File: config.mk
export PLATFORM = sky130hd
export DESIGN_NAME = wdog_guard
export DESIGN_NICKNAME = d
export VERILOG_FILES = /design/src/rtl/wdog_pkg.sv /design/src/rtl/wdog_tick_mux.sv /design/src/rtl/wdog_key_seq.sv /design/src/rtl/wdog_guard.sv
export SDC_FILE = /design/constraint.sdc
export NUM_CORES = 1
export LEC_CHECK = 0
export BUFFER_PORTS_ARGS = -buffer_cell sky130_fd_sc_hd__clkbuf_2
export CAP_MARGIN = 20
export CORE_MARGIN = 2
export CORE_UTILIZATION = 46
export DETAILED_ROUTE_END_ITERATION = 8
export PLACE_DENSITY_LB_ADDON = 0.1
export SKIP_LAST_GASP = 1
export SLEW_MARGIN = 25
export SYNTH_ARGS = -nofsm -noshare
export SYNTH_HDL_FRONTEND = slang
export SYNTH_SLANG_ARGS = --single-unit
File: constraint.sdc
create_clock -name clk -period 1.6 [get_ports clk]
set_input_delay 0.24 -clock clk [delete_from_list [all_inputs] [get_ports clk]]
set_output_delay 0.24 -clock clk [all_outputs]
set_load 0.005 [all_outputs]
File: src/rtl/wdog_pkg.sv
package wdog_pkg;
    typedef enum logic [1:0] {
        SRC_OFF   = 2'd0,
        SRC_LOCAL = 2'd1,
        SRC_INSTR = 2'd2,
        SRC_RTC   = 2'd3
    } wd_src_e;

    typedef enum logic [1:0] {
        KEY_IDLE   = 2'd0,
        KEY_A_SEEN = 2'd1,
        KEY_B_SEEN = 2'd2
    } key_state_e;
endpackage

File: src/rtl/wdog_tick_mux.sv
module wdog_tick_mux
    import wdog_pkg::*;
(
    input  logic [1:0] src_sel,
    input  logic       tick_local,
    input  logic       tick_instr,
    input  logic       tick_rtc,
    output logic       tick
);
    always_comb begin
        case (wd_src_e'(src_sel))
            SRC_LOCAL: tick = tick_local;
            SRC_INSTR: tick = tick_instr;
            SRC_RTC:   tick = tick_rtc;
            default:   tick = 1'b0;
        endcase
    end
endmodule

File: src/rtl/wdog_key_seq.sv
module wdog_key_seq
    import wdog_pkg::*;
(
    input  logic clk,
    input  logic rst_n,
    input  logic enable,
    input  logic key_a,
    input  logic key_b,
    output logic unlock
);
    key_state_e state_d, state_q;

    always_comb begin
        state_d = state_q;
        unlock  = 1'b0;
        if (!enable) begin
            state_d = KEY_IDLE;
        end else if (key_a && !key_b) begin
            if (state_q == KEY_B_SEEN) begin
                unlock  = 1'b1;
                state_d = KEY_IDLE;
            end else begin
                state_d = KEY_A_SEEN;
            end
        end else if (key_b && !key_a) begin
            if (state_q == KEY_A_SEEN) begin
                unlock  = 1'b1;
                state_d = KEY_IDLE;
            end else begin
                state_d = KEY_B_SEEN;
            end
        end
    end

    always_ff @(posedge clk or negedge rst_n) begin
        if (!rst_n) state_q <= KEY_IDLE;
        else        state_q <= state_d;
    end
endmodule

File: src/rtl/wdog_guard.sv
module wdog_guard #(
    parameter int PRE_W = 3,
    parameter int CNT_W = 8
) (
    input  logic             clk,
    input  logic             rst_n,
    input  logic [1:0]       src_sel,
    input  logic             tick_local,
    input  logic             tick_instr,
    input  logic             tick_rtc,
    input  logic             dual_key,
    input  logic             clr_stb,
    input  logic             clr_a,
    input  logic             clr_b,
    input  logic             halted,
    input  logic             halt_enter,
    output logic             chip_rst,
    output logic             wake,
    output logic             to_flag,
    output logic             pdf_flag,
    output logic [CNT_W-1:0] wd_count
);
    localparam logic [PRE_W-1:0] PRE_MAX = {PRE_W{1'b1}};
    localparam logic [CNT_W-1:0] CNT_MAX = {CNT_W{1'b1}};

    typedef struct packed {
        logic [PRE_W-1:0] pre;
        logic [CNT_W-1:0] cnt;
        logic             to;
        logic             pdf;
        logic             rst_p;
        logic             wake_p;
    } wd_state_t;

    wd_state_t st_d, st_q;
    logic      tick;
    logic      key_unlock;
    logic      clear_go;

    wdog_tick_mux u_mux (
        .src_sel    (src_sel),
        .tick_local (tick_local),
        .tick_instr (tick_instr),
        .tick_rtc   (tick_rtc),
        .tick       (tick)
    );

    wdog_key_seq u_keys (
        .clk    (clk),
        .rst_n  (rst_n),
        .enable (dual_key),
        .key_a  (clr_a),
        .key_b  (clr_b),
        .unlock (key_unlock)
    );

    assign clear_go = dual_key ? key_unlock : clr_stb;

    always_comb begin
        st_d        = st_q;
        st_d.rst_p  = 1'b0;
        st_d.wake_p = 1'b0;
        if (clear_go) begin
            st_d.pre = '0;
            st_d.cnt = '0;
            st_d.to  = 1'b0;
            st_d.pdf = 1'b0;
        end else begin
            if (halt_enter) st_d.pdf = 1'b1;
            if (tick) begin
                if (st_q.pre == PRE_MAX) begin
                    st_d.pre = '0;
                    if (st_q.cnt == CNT_MAX) begin
                        st_d.cnt = '0;
                        st_d.to  = 1'b1;
                        if (halted) st_d.wake_p = 1'b1;
                        else        st_d.rst_p  = 1'b1;
                    end else begin
                        st_d.cnt = st_q.cnt + CNT_W'(1);
                    end
                end else begin
                    st_d.pre = st_q.pre + PRE_W'(1);
                end
            end
        end
    end

    always_ff @(posedge clk or negedge rst_n) begin
        if (!rst_n) st_q <= '0;
        else        st_q <= st_d;
    end

    assign chip_rst = st_q.rst_p;
    assign wake     = st_q.wake_p;
    assign to_flag  = st_q.to;
    assign pdf_flag = st_q.pdf;
    assign wd_count = st_q.cnt;
endmodule

==> run_summary.xml <==
<?xml version="1.0" encoding="UTF-8"?>
<metrics>
  <group name="timing">
    <metric name="max_slew.worst_pin.slew" unit="ns">0.543</metric>
    <metric name="finalClockSkew" unit="ns">0.00620</metric>
    <metric name="slew_viol_final" unit="">0</metric>
    <metric name="finalHoldViolations" unit="">0</metric>
    <metric name="post-route-period-util" unit="">0.988</metric>
    <metric name="final.setup.tns" unit="ns">0</metric>
    <metric name="rsz0062_at_grt" unit="">true</metric>
    <metric name="setup_viol" unit="">0</metric>
    <metric name="achievable_clock_frequency" unit="MHz">633</metric>
    <metric name="rel_slew_slack" unit="">0.627</metric>
    <metric name="final_period_minus_worst_setup_slack" unit="ns">1.58</metric>
    <metric name="setup_ws" unit="ns">0.0194</metric>
  </group>
  <group name="clocking">
    <metric name="cts.clk_slew.worst_paths" unit="ns">0.10</metric>
    <metric name="maximum_root_to_sink_buffer_count" unit="">2</metric>
    <metric name="cts_htree_levels" unit="">1</metric>
    <metric name="cts_tree" unit="">yes</metric>
    <metric name="cts_buffers" unit="">3</metric>
    <metric name="clk_latency" unit="ns">0.29</metric>
    <metric name="clockRootBuffer" unit="">clkbuf_4</metric>
    <metric name="cts_sinks" unit="">17</metric>
  </group>
  <group name="global_route">
    <metric name="gr-total-overflow" unit="">0</metric>
    <metric name="grt_antenna_before_repair" unit="">0</metric>
    <metric name="tot_gr_track_use" unit="">0.165</metric>
    <metric name="number_of_global_route_vias_before_repair" unit="">724</metric>
    <metric name="grt_first_pass_wirelength" unit="um">3070</metric>
    <metric name="grt_max_degree" unit="">18</metric>
  </group>
  <group name="drt">
    <metric name="drc" unit="">0</metric>
    <metric name="drtAntennaViolNets" unit="">0</metric>
    <metric name="post_drt_wl_per_cell" unit="um">11.8</metric>
    <metric name="first_iter_violations" unit="">20</metric>
    <metric name="via_count" unit="">832</metric>
    <metric name="dr.pass1.iters" unit="">4</metric>
    <metric name="drt-total-wl" unit="um">1840</metric>
    <metric name="vias_per_cell" unit="">5.33</metric>
  </group>
  <group name="die">
    <metric name="fp.dieW" unit="um">49.7</metric>
    <metric name="placementRows" unit="">16</metric>
    <metric name="start_util" unit="">0.489</metric>
    <metric name="floorplan.core_area" unit="um2">1960</metric>
    <metric name="io_pins" unit="">25</metric>
    <metric name="die-height" unit="um">49.7</metric>
    <metric name="dieArea" unit="um2">2470</metric>
  </group>
  <group name="finish">
    <metric name="regArea" unit="um2">425</metric>
    <metric name="fraction_of_layout_cells_with_a_size_suffix_above_1" unit="">0.380</metric>
    <metric name="syn2layout_area_growth" unit="%">27.1</metric>
    <metric name="post-route-cell-area" unit="um2">1220</metric>
    <metric name="finish.utilization" unit="">0.622</metric>
    <metric name="multi_input_comb_area" unit="um2">504</metric>
    <metric name="layout_common_cells" unit="">clkbuf_2 (24), dfrtp_1 (17), buf_4 (11)</metric>
    <metric name="mostFrequentLayoutCell" unit="">clkbuf_2</metric>
    <metric name="finalNetCount" unit="">146</metric>
    <metric name="fillCellCount" unit="">189</metric>
    <metric name="antenna_cells_inserted" unit="">0</metric>
  </group>
  <group name="critical_path">
    <metric name="cp.required" unit="ns">1.83</metric>
    <metric name="setup.worst_path.start" unit="">st_q[13]</metric>
    <metric name="arrival" unit="ns">1.81</metric>
    <metric name="worst_r2r_startpoint" unit="">st_q[13]</metric>
    <metric name="ws_path_type" unit="">reg -&gt; reg</metric>
    <metric name="endpoint_kind" unit="">register</metric>
    <metric name="cp_max_fo" unit="">5</metric>
    <metric name="timing.critical_path.from_type" unit="">register</metric>
  </group>
  <group name="synthesis">
    <metric name="number_of_flops_mapped_to_enable_cells_by_yosys" unit="">0</metric>
    <metric name="synthesized_area_fraction_occupied_by_xor_and_xnor_cells" unit="">0.00913</metric>
    <metric name="yosys-top-cells-area" unit="">dfrtp_1 (44%), mux2i_1 (6.3%), buf_4 (6.3%), ha_1 (3.9%), a21oi_1 (3.7%)</metric>
    <metric name="synthAdderAreaFrac" unit="">0.0391</metric>
    <metric name="ys_seq_area_frac" unit="">0.443</metric>
    <metric name="synth.largest_area_cell" unit="">dfrtp_1</metric>
    <metric name="synth.area.mux_share" unit="">0.0626</metric>
    <metric name="post-synth-top-area-fraction" unit="">0.443</metric>
    <metric name="synthCells" unit="">98</metric>
    <metric name="post_synth.cell_area_avg" unit="um2">9.79</metric>
    <metric name="synth_fp_nets" unit="">114</metric>
    <metric name="asyncSetResetFlopFracSynth" unit="">1.00</metric>
    <metric name="synth-seq-cells" unit="">17</metric>
    <metric name="post_synth_and_or_nand_nor_area_fraction" unit="">0.205</metric>
    <metric name="compound_gate_portion_of_the_synthesized_area" unit="">0.159</metric>
    <metric name="yosysUniqueCellTypes" unit="">31</metric>
    <metric name="yosysWarningCount" unit="">0</metric>
    <metric name="main_combinational_cell_family_by_area_after_synthesis" unit="">simple AND/OR/NAND/NOR gates</metric>
    <metric name="netlist_area" unit="um2">960</metric>
    <metric name="synthFlopType" unit="">dfrtp_1</metric>
  </group>
  <group name="job">
    <metric name="drv.max_cap_violation_count" unit="">0</metric>
  </group>
  <group name="power">
    <metric name="vdd_drop_max" unit="uV">526</metric>
    <metric name="power.density_cell_area" unit="nW/um2">690</metric>
    <metric name="p_leak" unit="nW">0.580</metric>
  </group>
  <group name="placed_design">
    <metric name="hpwl" unit="um">1410</metric>
    <metric name="gp_routability_congestion" unit="">0.750</metric>
    <metric name="dpl_cell_area" unit="um2">1140</metric>
    <metric name="post-place-ws" unit="ns">-0.0119</metric>
    <metric name="port_buffers" unit="">24</metric>
  </group>
  <group name="outcome">
    <metric name="result_of_the_run" unit="">finished clean</metric>
  </group>
  <group name="hold_path">
    <metric name="worst_hold_startpoint" unit="">halted</metric>
    <metric name="hp-class" unit="">in -&gt; reg</metric>
  </group>
</metrics>
[routing by layer]
metal / wire length, um / up-vias / global-route usage
met1: 788 / 388 / 0.184
met3: 77 / 6 / 0.0455
met2: 938 / 26 / 0.291
met5: 0 / - / 0
met4: 40 / 0 / 0.0694
li1: - / 412 / -
[worst paths after layout]
| kind | cells past startpoint | slack (ns) | end |
|---|---|---|---|
| worst max-delay path | 6 | 0.02 | wd_count[0] |
| worst min-delay path | 2 | 0.11 | chip_rst |
| worst max register to register | 6 | 0.02 | wd_count[0] |
| worst min register to register | 1 | 0.50 | to_flag |
| max in group asynchronous | 2 | 0.89 | wd_count[1] |
| min in group asynchronous | 2 | 0.41 | wd_count[2] |
[synthesized netlist by cell type (all sizes together) (2+ instances only)]
library cell   n
nand4bb        2
a31oi          3
nand2          9
mux2i          6
ha             3
and3           2
nand2b         2
nand3          5
o21ai          2
a21oi          7
a2111oi        2
nor2           9
inv            4
buf            8
a211oi         3
dfrtp         17
[area by class of cell]
| cell class | count | share of cell area |
|---|---|---|
| Multi-Input combinational cell | 68 | 0.413 |
| Sequential cell | 17 | 0.349 |
| Timing Repair Buffer | 36 | 0.174 |
| Tap cell | 27 | 0.0277 |
| Clock buffer | 4 | 0.0215 |
| Inverter | 4 | 0.0144 |
[stage by stage]
stage	hold WS, ns	total power, mW	cells
after floorplan	-0.0556	0.562	98
after global placement	0.191	0.615	150
after detailed placement	0.197	0.622	150
after CTS	0.0983	0.850	156
after global routing	0.0935	0.899	156
final	0.111	0.842	156
[state kept, by name, indices dropped and copies added, names as in the netlist]
register	flops
pdf_flag	1
to_flag	1
u_keys.state_q	2
st_q	3
wake	1
chip_rst	1
wd_count	8
[worst max-delay path, stage by stage, from the launching register on]
cell     delay, ns
dfrtp_1       0.36
ha_2          0.20
ha_4          0.15
inv_4         0.04
a211o_4       0.28
or3b_4        0.37
a21oi_2       0.11
[report_power, final]
part,total [mW],switching [mW],internal [mW]
clock,0.225,0.128,0.0969
combinational,0.144,0.0733,0.0707
sequential,0.473,0.0208,0.452
[what timing repair did]
| item | in CTS | in global routing |
|---|---|---|
| buffers inserted | 1 | 0 |
| cloned | 0 | 0 |
| gates resized for setup | 0 | 7 |
| hold endpoints to repair | 17 | 0 |
| hold buffers | 1 | 0 |
| setup endpoints to repair | 2 | 6 |
| pin swaps | 4 | 4 |
[kinds of logic after synthesis]
group | Yosys count
xor gates and xnor gates | 1
and+or+nand+nor | 37
muxes | 6
DFF | 17
adders and majority gates | 3
AOI/OAI and AO/OA | 21
buffers and inverters | 13
Note: power is estimated with default switching activity, not from simulation.
